===== src/rtl/fts_pkg.sv =====
package fts_pkg;

    // Per-thread status codes
    localparam logic [2:0] TS_RUN    = 3'd0;
    localparam logic [2:0] TS_IDLE   = 3'd1;
    localparam logic [2:0] TS_SQUASH = 3'd2;
    localparam logic [2:0] TS_BLOCK  = 3'd3;
    localparam logic [2:0] TS_DONE   = 3'd4;
    localparam logic [2:0] TS_WRESP  = 3'd5;
    localparam logic [2:0] TS_WRETRY = 3'd6;

    // Policy codes
    localparam logic [2:0] POL_SINGLE = 3'd0;
    localparam logic [2:0] POL_RR     = 3'd1;
    localparam logic [2:0] POL_IQ     = 3'd2;
    localparam logic [2:0] POL_LSQ    = 3'd3;
    localparam logic [2:0] POL_BRANCH = 3'd4;

    localparam int STAT_W = 3;

    typedef enum logic {
        ST_IDLE = 1'b0,
        ST_PICK = 1'b1
    } sel_state_e;

    function automatic logic stat_fetchable(input logic [2:0] s);
        return (s == TS_RUN) || (s == TS_IDLE) || (s == TS_DONE);
    endfunction

endpackage


===== src/rtl/fts_rr_list.sv =====
module fts_rr_list #(
    parameter int N     = 4,
    parameter int TID_W = 2
) (
    input  logic             clk,
    input  logic             rst_n,
    input  logic [N-1:0]     elig,
    input  logic             take,
    output logic             found,
    output logic [TID_W-1:0] tid
);

    logic [TID_W-1:0] slot_q [N];
    logic [TID_W-1:0] hit_pos;
    logic [N-1:0]     seen;

    // First eligible entry from the head (position 0)
    always_comb begin
        found   = 1'b0;
        tid     = '0;
        hit_pos = '0;
        for (int p = N - 1; p >= 0; p--) begin
            if (elig[slot_q[p]]) begin
                found   = 1'b1;
                tid     = slot_q[p];
                hit_pos = TID_W'(p);
            end
        end
    end

    // Chosen entry goes to the tail, entries behind it close the gap
    always_ff @(posedge clk or negedge rst_n) begin
        if (!rst_n) begin
            for (int p = 0; p < N; p++) begin
                slot_q[p] <= TID_W'(p);
            end
        end else if (take && found) begin
            for (int p = 0; p < N - 1; p++) begin
                if (TID_W'(p) >= hit_pos) begin
                    slot_q[p] <= slot_q[p+1];
                end
            end
            slot_q[N-1] <= tid;
        end
    end

    always_comb begin
        seen = '0;
        for (int p = 0; p < N; p++) begin
            seen[slot_q[p]] = 1'b1;
        end
    end

    AST_LIST_PERMUTATION: assert property (@(posedge clk) disable iff (!rst_n)
        seen == {N{1'b1}});

    AST_UNTAKEN_STABLE: assert property (@(posedge clk) disable iff (!rst_n)
        !take |=> $stable(found) || !$stable(elig));

endmodule


===== src/rtl/fts_min_pick.sv =====
module fts_min_pick #(
    parameter int N     = 4,
    parameter int CNT_W = 6,
    parameter int TID_W = 2
) (
    input  logic [N-1:0]       elig,
    input  logic [N*CNT_W-1:0] occ,
    output logic               found,
    output logic [TID_W-1:0]   tid
);

    logic [CNT_W-1:0] best;

    // Ascending scan with strict compare: ties keep the lower ID
    always_comb begin
        found = 1'b0;
        tid   = '0;
        best  = '0;
        for (int t = 0; t < N; t++) begin
            if (elig[t] && (!found || (occ[t*CNT_W +: CNT_W] < best))) begin
                found = 1'b1;
                best  = occ[t*CNT_W +: CNT_W];
                tid   = TID_W'(t);
            end
        end
    end

endmodule


===== src/rtl/fetch_thread_sel.sv =====
module fetch_thread_sel
    import fts_pkg::*;
#(
    parameter int NUM_THREADS = 4,
    parameter int CNT_W       = 6,
    parameter int MAX_PICKS   = 2,
    localparam int TID_W      = (NUM_THREADS > 1) ? $clog2(NUM_THREADS) : 1
) (
    input  logic                           clk,
    input  logic                           rst_n,
    input  logic                           sel_go,
    input  logic [2:0]                     policy,
    input  logic                           drain_pend,
    input  logic [NUM_THREADS-1:0]         thr_active,
    input  logic [NUM_THREADS*STAT_W-1:0]  thr_status,
    input  logic [NUM_THREADS*CNT_W-1:0]   iq_occ,
    input  logic [NUM_THREADS*CNT_W-1:0]   lsq_occ,
    output logic                           busy,
    output logic                           res_vld,
    output logic                           res_found,
    output logic [TID_W-1:0]               res_tid
);

    localparam int ATT_W = $clog2(MAX_PICKS + 1);

    sel_state_e       state_q, state_d;
    logic [ATT_W-1:0] att_q;
    logic             last_att;

    logic [NUM_THREADS-1:0] elig;
    logic                   rr_found, iq_found, lsq_found;
    logic [TID_W-1:0]       rr_tid, iq_tid, lsq_tid;
    logic                   rr_take;
    logic                   pick_found;
    logic [TID_W-1:0]       pick_tid;

    // Eligibility per thread
    for (genvar g = 0; g < NUM_THREADS; g++) begin : g_elig
        assign elig[g] = thr_active[g] && stat_fetchable(thr_status[g*STAT_W +: STAT_W]);
    end

    assign busy = (state_q == ST_PICK);

    if (NUM_THREADS > 1) begin : g_multi
        assign rr_take = busy && (policy == POL_RR) && !drain_pend;

        fts_rr_list #(.N(NUM_THREADS), .TID_W(TID_W)) u_rr (
            .clk   (clk),
            .rst_n (rst_n),
            .elig  (elig),
            .take  (rr_take),
            .found (rr_found),
            .tid   (rr_tid)
        );

        fts_min_pick #(.N(NUM_THREADS), .CNT_W(CNT_W), .TID_W(TID_W)) u_iq (
            .elig  (elig),
            .occ   (iq_occ),
            .found (iq_found),
            .tid   (iq_tid)
        );

        fts_min_pick #(.N(NUM_THREADS), .CNT_W(CNT_W), .TID_W(TID_W)) u_lsq (
            .elig  (elig),
            .occ   (lsq_occ),
            .found (lsq_found),
            .tid   (lsq_tid)
        );
    end else begin : g_single
        assign rr_take   = 1'b0;
        assign rr_found  = 1'b0;
        assign rr_tid    = '0;
        assign iq_found  = 1'b0;
        assign iq_tid    = '0;
        assign lsq_found = 1'b0;
        assign lsq_tid   = '0;
    end

    // Policy decision for the current attempt
    always_comb begin
        pick_found = 1'b0;
        pick_tid   = '0;
        if (NUM_THREADS == 1) begin
            pick_found = elig[0];
        end else begin
            case (policy)
                POL_RR: begin
                    pick_found = rr_found;
                    pick_tid   = rr_tid;
                end
                POL_IQ: begin
                    pick_found = iq_found;
                    pick_tid   = iq_tid;
                end
                POL_LSQ: begin
                    pick_found = lsq_found;
                    pick_tid   = lsq_tid;
                end
                default: begin
                    pick_found = 1'b0;
                end
            endcase
        end
        if (drain_pend) begin
            pick_found = 1'b0;
        end
    end

    assign last_att = (att_q == ATT_W'(MAX_PICKS - 1));

    // Next-state logic
    always_comb begin
        state_d = state_q;
        unique case (state_q)
            ST_IDLE: if (sel_go) state_d = ST_PICK;
            ST_PICK: if (!pick_found || last_att) state_d = ST_IDLE;
        endcase
    end

    // State register and attempt counter
    always_ff @(posedge clk or negedge rst_n) begin
        if (!rst_n) begin
            state_q <= ST_IDLE;
            att_q   <= '0;
        end else begin
            state_q <= state_d;
            att_q   <= (state_d == ST_PICK && state_q == ST_PICK) ? att_q + 1'b1 : '0;
        end
    end

    // Registered results
    always_ff @(posedge clk or negedge rst_n) begin
        if (!rst_n) begin
            res_vld   <= 1'b0;
            res_found <= 1'b0;
            res_tid   <= '0;
        end else begin
            res_vld   <= busy;
            res_found <= busy && pick_found;
            res_tid   <= (busy && pick_found) ? pick_tid : '0;
        end
    end

    AST_GRANT_ELIGIBLE: assert property (@(posedge clk) disable iff (!rst_n)
        res_found |-> ((($past(elig) >> res_tid) & NUM_THREADS'(1)) != '0));

    AST_RESULT_AFTER_PICK: assert property (@(posedge clk) disable iff (!rst_n)
        res_vld |-> $past(busy));

    AST_ATTEMPT_LIMIT: assert property (@(posedge clk) disable iff (!rst_n)
        busy |-> (int'(att_q) < MAX_PICKS));

    AST_NONE_ENDS_ROUND: assert property (@(posedge clk) disable iff (!rst_n)
        (res_vld && !res_found) |-> !busy);

    AST_DRAIN_NO_GRANT: assert property (@(posedge clk) disable iff (!rst_n)
        (busy && drain_pend) |=> (res_vld && !res_found));

    AST_POLICY_NONE: assert property (@(posedge clk) disable iff (!rst_n)
        ((NUM_THREADS > 1) && busy && (policy == POL_SINGLE || policy >= POL_BRANCH))
        |=> !res_found);

endmodule


===== config.mk =====
export PLATFORM = sky130hd
export DESIGN_NAME = fetch_thread_sel
export DESIGN_NICKNAME = d
export VERILOG_FILES = /design/src/rtl/fts_pkg.sv /design/src/rtl/fts_rr_list.sv /design/src/rtl/fts_min_pick.sv /design/src/rtl/fetch_thread_sel.sv
export SDC_FILE = /design/constraint.sdc
export NUM_CORES = 1
export LEC_CHECK = 0
export CORE_MARGIN = 3
export CORE_UTILIZATION = 35
export DETAILED_ROUTE_END_ITERATION = 10
export SYNTH_ARGS = -nofsm -noshare
export SYNTH_HDL_FRONTEND = slang
export SYNTH_SLANG_ARGS = --single-unit

===== constraint.sdc =====
create_clock -name clk -period 2.5 [get_ports clk]
set_input_delay 0.75 -clock clk [delete_from_list [all_inputs] [get_ports clk]]
set_output_delay 0.75 -clock clk [all_outputs]
set_load 0.01 [all_outputs]

==> metrics.yaml, run 1 <==
run_status:
  status: "finished, violations left"
  violations: "negative setup slack"
cells_and_area:
  drive_above_1_share_pct: 51.15
  fin_util_pct: 74.93
  nNetsFinal: 539
  syn_to_final_growth_pct: 99.01
  antenna_cells: 0
floorplan:
  die_h_um: 84.37
  design.core.area_sq_um: 5709
  start_util_pct: 37.65
  dieArea_sq_um: 7118
  die_x_um: 84.37
  io_pins: 76
  rows: 27
logic_synthesis:
  ys_top_cells_by_count: "ha_1 (31), nand2_1 (29), a21oi_1 (20), nor2_1 (20), o21ai_0 (17)"
  ys_seq_elements: 15
  synth-seq-area-share_pct: 17.69
  syn-num-nets: 357
  postSynthCellCount: 255
  synth.avg_cell_area_sq_um: 8.430
  ys.flop_type: "dfrtp_1"
  netlist_top_cells_area: "ha_1 (18%), dfrtp_1 (13%), mux2_2 (6.3%), nand2_1 (5.1%), dfstp_2 (4.9%)"
  ys_warn_count: 0
  yosys.cell_count.top_type: "ha_1"
  synth_top_area_share_pct: 18.04
  async_reset_ff_share_pct: 100.0
  synth_cell_types: 60
  yosys.area.top_type: "ha_1"
  synth_area_sq_um: 2150
  synth_edf_count: 0
worst_setup_path:
  slowest_delay_ns: 0.34
  start_kind: "primary input"
  crit_fanout: 5
  path_common_cell: "o21ai_2"
  r2r_start: "g_multi.u_rr.slot_q[4]"
  cp.required_ns: 2.63
  crit_arrival_ns: 5.20
  crit_type: "in -> reg"
  setup.worst_path.end_class: "flop"
  cp_slowest_cell: "mux2_4"
  reg2reg_depth: 6
  reg2reg_to: "res_tid[0]"
  rrSetupSlack_ns: 0.34
power:
  power.total_mw: 1.174
  ir_worst_vdd_mv: 0.2070
  p_leak_nw: 1.875
  powerDensity_nw_per_um2: 274.5
sta:
  finalClockSkew_ns: 0.008742
  final_max_slew_viol_count: 0
  period_share_pct: 202.8
  min_period_ns: 5.069
  rsz0062_at_grt: "yes"
  finalHoldViolCount: 0
  maxSlewHeadroom_pct: 52.34
  finalWorstSetupSlack_ns: -2.569
  finalSetupViolCount: 11
  worst_pin_slew_ns: 0.7127
  fmax_mhz: 197.3
worst_hold_path:
  min_to: "res_vld"
  min_path_type: "reg -> reg"
  holdCritStartpoint: "busy"
  hold_depth: 0
grt:
  antenna_found_initial: 0
  grt-ovfl-total: 0
  grt_pass1_wl_um: 12130
  grt.total_usage_pct: 20.25
  grt_pass1_vias: 2691
  grt_max_degree: 16
routing:
  drt-initial-drc-count: 62
  drt-total-wl_um: 7850
  firstDrtPassIters: 4
  postRouteAntennaNets: 0
  drc_errors: 0
  route.vias.total: 2694
  vias_per_cell: 5.303
  wl_per_cell_um: 15.45
job:
  maxCapViolCount: 0
clock_tree:
  cts.sinks: 15
  cts_made_buffers: 3
  htree_levels: 1
  insertion_delay_ns: 0.25
  clockBufferDepth: 2
  cts_root_buf: "clkbuf_8"
  clkSlewWorstSetupHoldPaths_ns: 0.07
  cts_tree: "built"
placement:
  dp_hpwl_um: 5583
  routabilityCongestion: 0.8071
  io_buffers: 75
flip-flops by register name, summed over array words and instances (netlist names):
signal               flops
res_tid                  2
res_found                1
g_multi.u_rr.slot_q      8
busy                     1
att_q                    2
res_vld                  1
per-layer routing:
metal  up-vias  global-route usage (%)  wire, um
met5         -                       0         0
met3        10                   3.238       431
li1       1340                       -         -
met2        85                   34.94      3885
met4         0                   2.302       101
met1      1259                   27.56      3432
timing repair:
item | CTS | global route
setup buffers | 26 | 11
gates resized for setup | 68 | 69
hold buffers | 0 | 0
cloned | 2 | 0
setup endpoints to repair | 14 | 14
pin swaps | 32 | 49
per-stage QoR:
stage,std cells,TNS (ns),instance area [sq um],hold slack (ns),setup WS (ns)
3_3_place_gp,468,-13.55,3600,0.4081,-3.387
6_report,508,-6.340,4278,0.4323,-2.569
4_1_cts,499,-6.760,3936,0.4309,-2.508
5_1_grt,508,-7.404,4278,0.4566,-2.733
3_5_place_dp,468,-13.58,3600,0.4226,-3.368
2_1_floorplan,255,-5.157,2270,0.4095,-2.599
cells in the final DEF, fill, tap and decap left out, types with 3 or more instances in the layout:
master / n
a31oi_2: 4
nand3b_1: 3
dfstp_2: 4
clkdlybuf4s50_1: 60
nor2_1: 17
buf_4: 93
inv_1: 14
mux4_2: 4
nand2_2: 8
dfrtp_1: 11
o21ai_0: 7
buf_2: 5
nand2_4: 3
mux2_2: 8
clkbuf_8: 3
mux2_4: 4
a31oi_1: 5
a211oi_2: 4
o21ai_2: 7
nand3_2: 3
ha_1: 24
o21ai_1: 4
nor3_1: 3
and3b_2: 3
buf_6: 20
nand2_1: 19
ha_4: 6
a21oi_2: 8
a21oi_1: 11
worst max-delay path: cells and delay by family:
family	cells	cell delay (ns)
muxes	1	0.34
buffers and inverters	2	0.21
adders and majority gates	3	0.76
AOI/OAI and AO/OA	10	1.76
and+or+nand+nor	9	1.40
cell type report:
type,instances,area (sq um)
multi-input combinational,218,2088
timing repair buffer,185,1620
fill,415,1431
sequential,15,380.4
tap,72,90.09
inverter,14,52.55
clock buffer,3,41.29
clock inverter,1,5.005
worst max path at each step:
| stage | endpoint | from | cells past startpoint | slack (ns) |
|---|---|---|---|---|
| 2_1_floorplan | res_tid[1] | thr_status[1] | 27 | -2.60 |
| 3_3_place_gp | res_tid[0] | thr_status[1] | 24 | -3.39 |
| 3_5_place_dp | res_tid[0] | thr_status[1] | 24 | -3.37 |
| 4_1_cts | res_tid[1] | thr_status[1] | 26 | -2.51 |
| 5_1_grt | res_tid[0] | thr_status[1] | 25 | -2.73 |
| 6_report | res_tid[0] | thr_status[1] | 25 | -2.57 |
power by group:
group | internal, mW | switching [mW]
clock | 0.110 | 0.0887
sequential | 0.256 | 0.0112
combinational | 0.406 | 0.301
kinds of logic after synthesis:
group,count (synthesis),share of synthesized area [%]
simple gates,88,21.71
compound gates,80,26.31
fa+ha+maj,31,18.04
buf+inv,23,4.773
mux,18,11.47
flops,15,17.69
Power figures use the tool's default switching activity.
==> run 2, diff against run 1 <==
- DONT_BUFFER_PORTS: default -> 1
- TNS_END_PERCENT: default -> 50
==> run 2 against run 1 <==
Compared with the run above:
- the run still ends with negative setup slack left
- non-clock buffer count decreased by 99
- routed wire length shrank 12%
- worst hold slack lost 0.24 ns
- cell count down 19%
- sequential share of layout area grew 2.5 points
- fmax increased by 3.1%
- final area shrank 22%
- critical path type unchanged
- highest routed layer unchanged
==> metrics.yaml, run 2 (synthesis results as in run 1) <==
clock_tree:
  clockBufferDepth: 2  # unchanged
  cts_root_buf: "clkbuf_8"
  cts_tree: "built"
  cts_made_buffers: 3  # unchanged
  htree_levels: 1  # unchanged
  clkSlewWorstSetupHoldPaths_ns: 0.06  # about the same
  cts.sinks: 15  # unchanged
  insertion_delay_ns: 0.25  # about the same
  ctsHoldBuffers: 0  # unchanged
routing:
  wl_per_cell_um: 16.97  # +9.8%
  firstDrtPassIters: 4  # unchanged
  route.vias.total: 2336  # -13%
  vias_per_cell: 5.711  # +7.7%
  postRouteAntennaNets: 0  # unchanged
  drt-total-wl_um: 6940  # -12%
  drc_errors: 0  # unchanged
  drt-initial-drc-count: 83  # +34%
grt:
  grt_max_degree: 16  # unchanged
  grt_pass1_wl_um: 11050  # -8.9%
  antenna_found_initial: 0  # unchanged
  grt_pass1_vias: 2376  # -12%
  grt-ovfl-total: 0  # unchanged
  grt.total_usage_pct: 18.42  # -1.8 points
floorplan:
  die_h_um: 84.37  # unchanged
  die_x_um: 84.37  # unchanged
  rows: 27  # unchanged
  io_pins: 76  # unchanged
  dieArea_sq_um: 7118  # unchanged
  design.core.area_sq_um: 5709  # unchanged
  start_util_pct: 37.65  # unchanged
placement:
  dpl_worst_slack_ns: -2.830  # +0.5375 ns
  routabilityCongestion: 0.8103  # +0.40%
  dp_hpwl_um: 5173  # -7.3%
  place_inst: 375  # -20%
  io_buffers: 0  # -100%
  dpl_cell_area_sq_um: 2709  # -25%
sta:
  fmax_mhz: 203.3  # +3.1%
  worst_pin_slew_ns: 0.3800  # -0.3327 ns
  rsz0062_at_grt: "yes"
  maxSlewHeadroom_pct: 74.40  # +22 points
  period_share_pct: 196.7  # -6.0 points
  hold_ws_ns: 0.1919  # -0.2404 ns
  finalWorstSetupSlack_ns: -2.418  # +0.1508 ns
  finalSetupTns_ns: -4.810  # +1.531 ns
  finalSetupViolCount: 2  # -9
  finalClockSkew_ns: 0.006176  # -0.002566 ns
  final_max_slew_viol_count: 0  # unchanged
  min_period_ns: 4.918  # -0.1508 ns
  finalHoldViolCount: 0  # unchanged
worst_setup_path:
  cp_slowest_cell: "ha_2"
  reg2reg_to: "res_tid[0]"
  crit_type: "in -> reg"
  reg2reg_depth: 7  # +1
  crit_arrival_ns: 5.09  # -0.11 ns
  crit_fanout: 6  # +1
  start_kind: "primary input"
  setup.worst_path.end_class: "flop"
  r2r_start: "g_multi.u_rr.slot_q[2]"
  cp.required_ns: 2.67  # +0.04 ns
  slowest_delay_ns: 0.37  # +0.03 ns
  rrSetupSlack_ns: 0.42  # +0.08 ns
cells_and_area:
  nNetsFinal: 440  # -18%
  top_register: "g_multi.u_rr.slot_q"
  final_common_cell: "buf_4"
  fin_cells: 409  # -19%
  antenna_cells: 0  # unchanged
  fin_util_pct: 58.47  # -16 points
  syn_to_final_growth_pct: 55.30
  top_regs: "g_multi.u_rr.slot_q (8), att_q (2), res_tid (2)"
  drive_above_1_share_pct: 54.30  # +3.2 points
  largest_register_ffs: 8  # unchanged
  fin_area_sq_um: 3338  # -22%
  final_cell_mix: "buf_4 (76), nand2_1 (22), ha_1 (22)"
worst_hold_path:
  min_path_type: "in -> async"
power:
  p_leak_nw: 1.408  # -25%
  seqPwrFrac_pct: 27.3  # +4.5 points
  power.total_mw: 0.9916  # -16%
  combPwrFrac_pct: 53.7  # -6.6 points
  clkPwrFrac_pct: 19.1  # +2.1 points
  internal-power_mw: 0.6551  # -15%
  ir_worst_vdd_mv: 0.1746  # -16%
  netSwitchingPower_mw: 0.3365  # -16%
  power.share.switching_pct: 33.93  # -0.24 points
  powerDensity_nw_per_um2: 297.1  # +8.2%
run_status:
  status: "finished, violations left"
  violations: "negative setup slack"
job:
  maxCapViolCount: 0  # unchanged
[run 2: changes by cell type in the layout (fill, tap and decap cells not counted), moves of 3 or more]
| cell | previous run | this run |
|---|---|---|
| buf_2 | 5 | 0 |
| nand2_1 | 19 | 22 |
| clkdlybuf4s50_1 | 60 | 0 |
| buf_4 | 93 | 76 |
| mux2_2 | 8 | 11 |
| mux2_4 | 4 | 1 |
| buf_6 | 20 | 7 |
[run 2: power groups by stage]
stage,logic [mW],clock network [mW],registers (mW)
after floorplan,0.261,0,0.270
after global placement,0.379,0,0.274
after detailed placement,0.388,0,0.274
after CTS,0.445,0.197,0.270
after global routing,0.586,0.212,0.272
final,0.532,0.189,0.270
[run 2: routing by layer]
| layer | global-route usage, % | vias to the layer above | wire (um) |
|---|---|---|---|
| li1 | - | 1138 | - |
| met2 | 32.86 | 80 | 3423 |
| met1 | 23.66 | 1106 | 2879 |
| met5 | 0 | - | 0 |
| met4 | 1.295 | 0 | 97 |
| met3 | 4.318 | 12 | 539 |
[run 2: what timing repair did]
| item | CTS | global route |
|---|---|---|
| buffers inserted | 17 | 12 |
| resized for setup | 22 | 53 |
| cloned | 1 | 1 |
| setup endpoints to repair | 7 | 12 |
| pin swaps | 13 | 54 |
[run 2: final cells by class]
cell class / instances / area (sq um)
Clock buffer: 3 / 41.29
Inverter: 14 / 52.55
Clock inverter: 1 / 5.005
Tap cell: 72 / 90.09
Sequential cell: 15 / 380.4
Multi-Input combinational cell: 218 / 2064
Timing Repair Buffer: 86 / 704.4
Fill cell: 490 / 2371
[run 2: worst max-delay path by stage]
stage | from | end | slack (ns)
after floorplan | thr_status[1] | res_tid[1] | -2.60
after global placement | thr_status[1] | res_tid[1] | -2.64
after detailed placement | thr_status[1] | res_tid[0] | -2.83
after CTS | thr_status[1] | res_tid[1] | -2.32
after global routing | thr_status[1] | res_tid[1] | -2.63
final | thr_status[1] | res_tid[1] | -2.42
[run 2: critical path: cells and delay by family]
family / cells / cell delay [ns]
buffers and inverters: 3 / 0.40
adder cells (fa/ha/maj): 3 / 0.92
AO/OA/AOI/OAI: 13 / 2.27
AND/OR/NAND/NOR: 6 / 0.73
